==> src/rtl/op_status_pkg.sv <==
package op_status_pkg;
  localparam int POLL_BIT = 7;
  localparam int TOG_BIT  = 6;

  typedef struct packed {
    logic startOp;     // first busy cycle: capture polarity, clear toggle
    logic showStatus;  // substitute status bits on the read bus
    logic flipToggle;  // a new read access seen while busy
  } stsCtrl_t;
endpackage

==> src/rtl/op_status_ctrl.sv <==
module op_status_ctrl
  import op_status_pkg::*;
(
  input  logic     clk,
  input  logic     rstN,
  input  logic     opBusy,
  input  logic     rdStrobe,
  output stsCtrl_t ctrl,
  output logic     rdyBsyN
);
  logic busyQ;
  logic strobeQ;

  always_ff @(posedge clk or negedge rstN) begin
    if (!rstN) busyQ <= 1'b0;
    else       busyQ <= opBusy;
  end

  // previous strobe level, used only for edge detection
  always_ff @(posedge clk) strobeQ <= rdStrobe;

  always_comb begin
    ctrl.startOp    = opBusy && !busyQ;
    ctrl.showStatus = busyQ;
    ctrl.flipToggle = busyQ && opBusy && rdStrobe && !strobeQ;
  end

  assign rdyBsyN = ~busyQ;


  start_not_flip_chk: assert property (@(posedge clk) disable iff (!rstN)
    ctrl.startOp |-> !ctrl.flipToggle);
endmodule

==> src/rtl/op_status_dp.sv <==
module op_status_dp
  import op_status_pkg::*;
#(
  parameter int DW = 8
) (
  input  logic          clk,
  input  logic          rstN,
  input  stsCtrl_t      ctrl,
  input  logic          opIsErase,
  input  logic [DW-1:0] loadData,
  input  logic [DW-1:0] arrayData,
  output logic [DW-1:0] rdData
);
  logic pollQ;
  logic togQ;

  always_ff @(posedge clk or negedge rstN) begin
    if (!rstN) begin
      pollQ <= 1'b0;
      togQ  <= 1'b0;
    end else if (ctrl.startOp) begin
      pollQ <= opIsErase ? 1'b0 : ~loadData[POLL_BIT];
      togQ  <= 1'b0;
    end else if (ctrl.flipToggle) begin
      togQ  <= ~togQ;
    end
  end

  for (genvar b = 0; b < DW; b++) begin : g_bit
    if (b == POLL_BIT) begin : g_poll
      assign rdData[b] = ctrl.showStatus ? pollQ : arrayData[b];
    end else if (b == TOG_BIT) begin : g_tog
      assign rdData[b] = ctrl.showStatus ? togQ : arrayData[b];
    end else begin : g_pass
      assign rdData[b] = arrayData[b];
    end
  end


  start_clears_toggle_chk: assert property (@(posedge clk) disable iff (!rstN)
    ctrl.startOp |=> (togQ == 1'b0));
endmodule

==> src/rtl/op_status_reporter.sv <==
module op_status_reporter
  import op_status_pkg::*;
#(
  parameter int DW = 8
) (
  input  logic          clk,
  input  logic          rstN,
  input  logic          opBusy,
  input  logic          opIsErase,
  input  logic [DW-1:0] loadData,
  input  logic          rdStrobe,
  input  logic [DW-1:0] arrayData,
  output logic [DW-1:0] rdData,
  output logic          rdyBsyN
);
  stsCtrl_t ctrl;

  initial begin
    if (DW <= POLL_BIT) $error("DW must cover the polling bit");
  end

  op_status_ctrl u_ctrl (
    .clk(clk), .rstN(rstN), .opBusy(opBusy), .rdStrobe(rdStrobe),
    .ctrl(ctrl), .rdyBsyN(rdyBsyN)
  );

  op_status_dp #(.DW(DW)) u_dp (
    .clk(clk), .rstN(rstN), .ctrl(ctrl), .opIsErase(opIsErase),
    .loadData(loadData), .arrayData(arrayData), .rdData(rdData)
  );


  busy_drives_low_chk: assert property (@(posedge clk) disable iff (!rstN)
    opBusy |=> !rdyBsyN);

  idle_releases_chk: assert property (@(posedge clk) disable iff (!rstN)
    !opBusy |=> rdyBsyN);

  idle_passthrough_chk: assert property (@(posedge clk) disable iff (!rstN)
    rdyBsyN |-> (rdData == arrayData));

  erase_poll_zero_chk: assert property (@(posedge clk) disable iff (!rstN)
    (opBusy && rdyBsyN && opIsErase) |=> (rdData[POLL_BIT] == 1'b0));

  prog_poll_inv_chk: assert property (@(posedge clk) disable iff (!rstN)
    (opBusy && rdyBsyN && !opIsErase) |=> (rdData[POLL_BIT] == ~$past(loadData[POLL_BIT])));

  toggle_flips_chk: assert property (@(posedge clk) disable iff (!rstN)
    (!rdyBsyN && opBusy && rdStrobe && !$past(rdStrobe))
      |=> (rdData[TOG_BIT] != $past(rdData[TOG_BIT])));

  toggle_holds_chk: assert property (@(posedge clk) disable iff (!rstN)
    (!rdyBsyN && opBusy && !(rdStrobe && !$past(rdStrobe)))
      |=> $stable(rdData[TOG_BIT]));
endmodule

==> config.mk <==
export PLATFORM = sky130hd
export DESIGN_NAME = op_status_reporter
export DESIGN_NICKNAME = d
export VERILOG_FILES = /design/src/rtl/op_status_pkg.sv /design/src/rtl/op_status_ctrl.sv /design/src/rtl/op_status_dp.sv /design/src/rtl/op_status_reporter.sv
export SDC_FILE = /design/constraint.sdc
export NUM_CORES = 1
export LEC_CHECK = 0
export ABC_AREA = 1
export BUFFER_PORTS_ARGS = -buffer_cell sky130_fd_sc_hd__buf_2
export CAP_MARGIN = 30
export CORE_AREA = 5 5 42 44
export CTS_CLUSTER_DIAMETER = 80
export DETAILED_ROUTE_END_ITERATION = 7
export DIE_AREA = 0 0 47 49
export HOLD_SLACK_MARGIN = 0.06
export PLACE_DENSITY = 0.5
export SLEW_MARGIN = 20
export SYNTH_ARGS = -nofsm -noshare
export SYNTH_HDL_FRONTEND = slang
export SYNTH_SLANG_ARGS = --single-unit
==> constraint.sdc <==
create_clock -name clk -period 0.95 [get_ports clk]
set_input_delay 0.19 -clock clk [delete_from_list [all_inputs] [get_ports clk]]
set_output_delay 0.19 -clock clk [all_outputs]
set_load 0.02 [all_outputs]
Yosys cells after proc, flatten, opt, wreduce, memory -nomap -nowiden --
Cells that the tools add are included.
Cells by class: mux-type cells 5, bitwise operators 3, reductions and logical operators 7
Operators with widths (count):
- $mux 1 | 5
- $logic_and 1x1->1 | 4
- $not 1->1 | 3
- $logic_not 1->1 | 2
- $reduce_bool 2->1 | 1
Word-level totals: output and inout port bits 9, bits in registers 4, input port bits 21, word-level logic and storage cells 19

Depth between registers and ports, before layout --
depth in word-level cells 5, depth in mapped cells 4, mapped depth without buffers 4

Hierarchy --
From an unflattened synthesis, not the netlist that was laid out.
Unflattened totals: cells, all modules 33, area total of the unflattened synthesis 235.2 um2
Modules (own cells, without submodules):
- op_status_dp | area an instance 156.4 um2, cells an instance 23, seq. area each 50.0 um2, instances 1
- op_status_ctrl | area an instance 78.8 um2, cells an instance 10, seq. area each 45.0 um2, instances 1

Least setup slack after synthesis --
No wires, ideal clock.
path type register to output, start point reg u_ctrl.busyQ, end point out rdData[6], buffers on the path 0, cell stages (with the launch flop) 4, path slack 0.034 ns, arrival 0.726 ns, data required time 0.760 ns, path through dfrtp_1 > inv_2 > nand2_1 > nand2_1
On the way: cells in the longest elaborated chain, start to end 1
RTL lines:
- start, declared | RTL line op_status_ctrl.sv:11 | logic busyQ;
- start signal, assigned | RTL line op_status_ctrl.sv:16 | else busyQ <= opBusy;
- $mux 1 | RTL line op_status_dp.sv:33 | assign rdData[b] = ctrl.showStatus ? togQ : arrayData[b];
- end, declared | RTL line op_status_reporter.sv:13 | output logic [DW-1:0] rdData,
No other way between the ends.

Worst setup path in the final report --
start point reg u_ctrl.busyQ, end point out rdData[7]
On the way: cells in the longest elaborated chain, start to end 1
RTL lines:
- $mux 1 | RTL line op_status_dp.sv:31 | assign rdData[b] = ctrl.showStatus ? pollQ : arrayData[b];
No other way between the ends.

==> impl_metrics.ini <==
[synth]
seq_area_frac_synth_pct = 43.9
synth_seq_cells = 4
yosys.cell_types.count = 11
syn_inst = 28
postSynthAreaPerCell_um2 = 7.73
synth_top_area_cell = dfrtp_1
synth_top_area_share_pct = 34.7
syn_nets = 49
yosysWarnings = 0
synth.area.top_cells = dfrtp_1 (35%), buf_4 (21%), nand2_1 (16%)
netlist_area_um2 = 216

[pwr]
power.density_mw_per_mm2 = 1750
p_comb_share_pct = 16.6
power_uw = 520
power_switching_share_pct = 25.6
ir_drop_uv = 690
p_leak_uw = 0.000161
p_seq_share_pct = 37.3
clkPwrFrac_pct = 46.1
netSwitchingPower_uw = 133
p_int_uw = 387

[critical_path]
cp_slowest_cell = dfrtp_1
r2r-end = u_dp.pollQ
critPathLaunchType = flip-flop
cp_top_family = flip-flops
reg2reg_depth = 5
path_class = reg2out
cp_cell_sequence = inv_2 > nand2_1 > nand2_1 > buf_6
end_kind = primary output
critical_path_required_ps = 760
crit_top_cell = nand2_1
arrival_ps = 940
crit_buf_inv = 2
crit_path_max_incr_delay_ps = 390
r2r-start = u_ctrl.busyQ
reg2reg_slack_ps = 100
critPathMaxFanout = 4

[placement]
pre_cts_slack_ps = 41.3
finalWeightedCongestion = 0.703
port_buffers = 10
hpwl_um = 302

[cts]
root_buffer = clkbuf_4
cts-htree-levels = 1
cts_sinks = 4
clk_path_buf_depth = 2
cts_made_buffers = 3
cts_tree = built
clk_pin_slew_ps = 40
clkLatencyLatePin_ps = 240

[cells_and_area]
diodes = 0
n_fill_cell = 161
layout-drive-gt1-share_pct = 42.1
finish.net_count = 60
multiInputGateArea_um2 = 68.8
post-route-util_pct = 21.3
syn2layout_area_growth_pct = 37.6
ff_latch_area_um2 = 95.1

[sta]
fin_crit_ps = 1130
hold_viol = 0
slew_viol_final = 0
rsz0062_at_grt = yes
finalCritPeriodShare_pct = 119
layout_setup_ws_ps = -177
max-slew-margin-rel_pct = 93.2
tightest_slew_ps = 101
clock.fmax_mhz = 887
skew_ps = 3.52
setup_viol = 3
tns_ps = -467

[worst_hold_path]
hp-start = rdStrobe
hold_path.class = in2reg
holdPathStages = 1
min_to = u_ctrl.strobeQ

[detailed_routing]
drtPass1Iterations = 4
viasPerCell = 3.15
drt-total-wl_um = 445
drtIter0Drc = 6
drc = 0
dr_total_vias = 170
drtAntennaViolNets = 0
routedWlPerCell_um = 8.24

[grt]
track_usage_pct = 4.66
grt_max_degree = 5
grt_antenna_before_repair = 0
grt_pass1_wl_um = 710
grt.overflow.total = 0
grt_pass1_vias = 183

[status]
status = complete, but fails checks
violations = setup timing

[floorplanning]
num_io_pins = 30
die_h_um = 49
start_util_pct = 15.4
die_x_um = 47
coreArea_mm2 = 0.00140
die_area_mm2 = 0.00230
std_cell_rows = 14

[run]
cap_violations = 0
-- routing by layer --
layer,vias up,GRT usage (%),share of wire [%]
li1,98,-,-
met1,60,5.32,44
met2,12,4.07,33
met3,0,5.90,23
met4,0,3.69,0
met5,-,0,0
-- worst reg2reg max path, stage by stage, from the launching register on --
cell     delay, ps
dfrtp_1        390
inv_2           80
buf_4          100
nand2_2         50
nand2_1         50
o21ai_1         50
-- through the flow --
step / cell area, µm² / cells / hold slack (ps)
global placement: 241 / 48 / -12.4
CTS: 298 / 54 / 72.1
detailed placement: 241 / 48 / -13.8
floorplan: 216 / 28 / -106
finish: 298 / 54 / 84.6
global route: 298 / 54 / 76.6
-- sequential cells by signal, indices dropped and copies added, names as in the netlist --
register	count
u_dp.pollQ	1
u_ctrl.busyQ	1
u_ctrl.strobeQ	1
u_dp.togQ	1
-- area by class of cell --
class | count | share of cell area [%]
Timing Repair Buffer | 12 | 26.9
Inverter | 2 | 2.52
Multi-Input combinational cell | 16 | 23.1
Clock buffer | 4 | 8.82
Tap cell | 16 | 6.72
Sequential cell | 4 | 31.9
-- synth_stat cells (all sizes together) --
cell type / count
buf: 6
dfrtp: 3
dfxtp: 1
inv: 2
nand2: 10
nand4: 1
nor2: 3
o21ai: 1
or2: 1
-- power groups by stage --
stage / registers, µW / clock network, µW / logic, µW
global placement: 196 / 0 / 69.0
finish: 194 / 240 / 86.3
global route: 196 / 269 / 96.7
detailed placement: 196 / 0 / 68.8
floorplan: 194 / 0 / 76.0
CTS: 194 / 256 / 87.2
-- cell families (layout without fill, tap and decap cells) --
logic type	after synthesis	in the layout	synth area share (%)
and+or+nand+nor	15	15	29.5
buffers and inverters	8	18	24.3
DFF	4	4	43.9
AOI/OAI and AO/OA	1	1	2.31
-- worst max path at each step --
| stage | start | to | cells past startpoint |
|---|---|---|---|
| floorplan | u_ctrl.busyQ | rdData[6] | 3 |
| global placement | u_ctrl.busyQ | rdData[7] | 4 |
| detailed placement | u_ctrl.busyQ | rdData[7] | 4 |
| CTS | u_ctrl.busyQ | rdData[7] | 4 |
| global route | u_ctrl.busyQ | rdData[7] | 4 |
| finish | u_ctrl.busyQ | rdData[7] | 4 |
-- timing repair --
item                                    in CTS  in global routing
pin swaps                                    0                  0
gates resized for setup                      4                  0
endpoints found under the setup margin       3                  3
hold buffers                                 1                  0
hold endpoints to repair                     3                  0
cloned                                       0                  0
buffers inserted                             1                  0
-- placed cells by master, fill, tap and decap left out --
cell,Yosys,layout
buf_4,6,1
nor2_1,3,3
dlygate4sd3_1,0,1
or2_1,1,1
o21ai_1,1,1
inv_2,1,1
buf_6,0,2
buf_2,0,8
dfrtp_1,3,3
clkbuf_1,0,1
dfxtp_1,1,1
nand4_1,1,1
nand2_2,1,1
clkbuf_4,0,3
nand2_1,9,9
inv_1,1,1
Power figures use the tool's default switching activity.
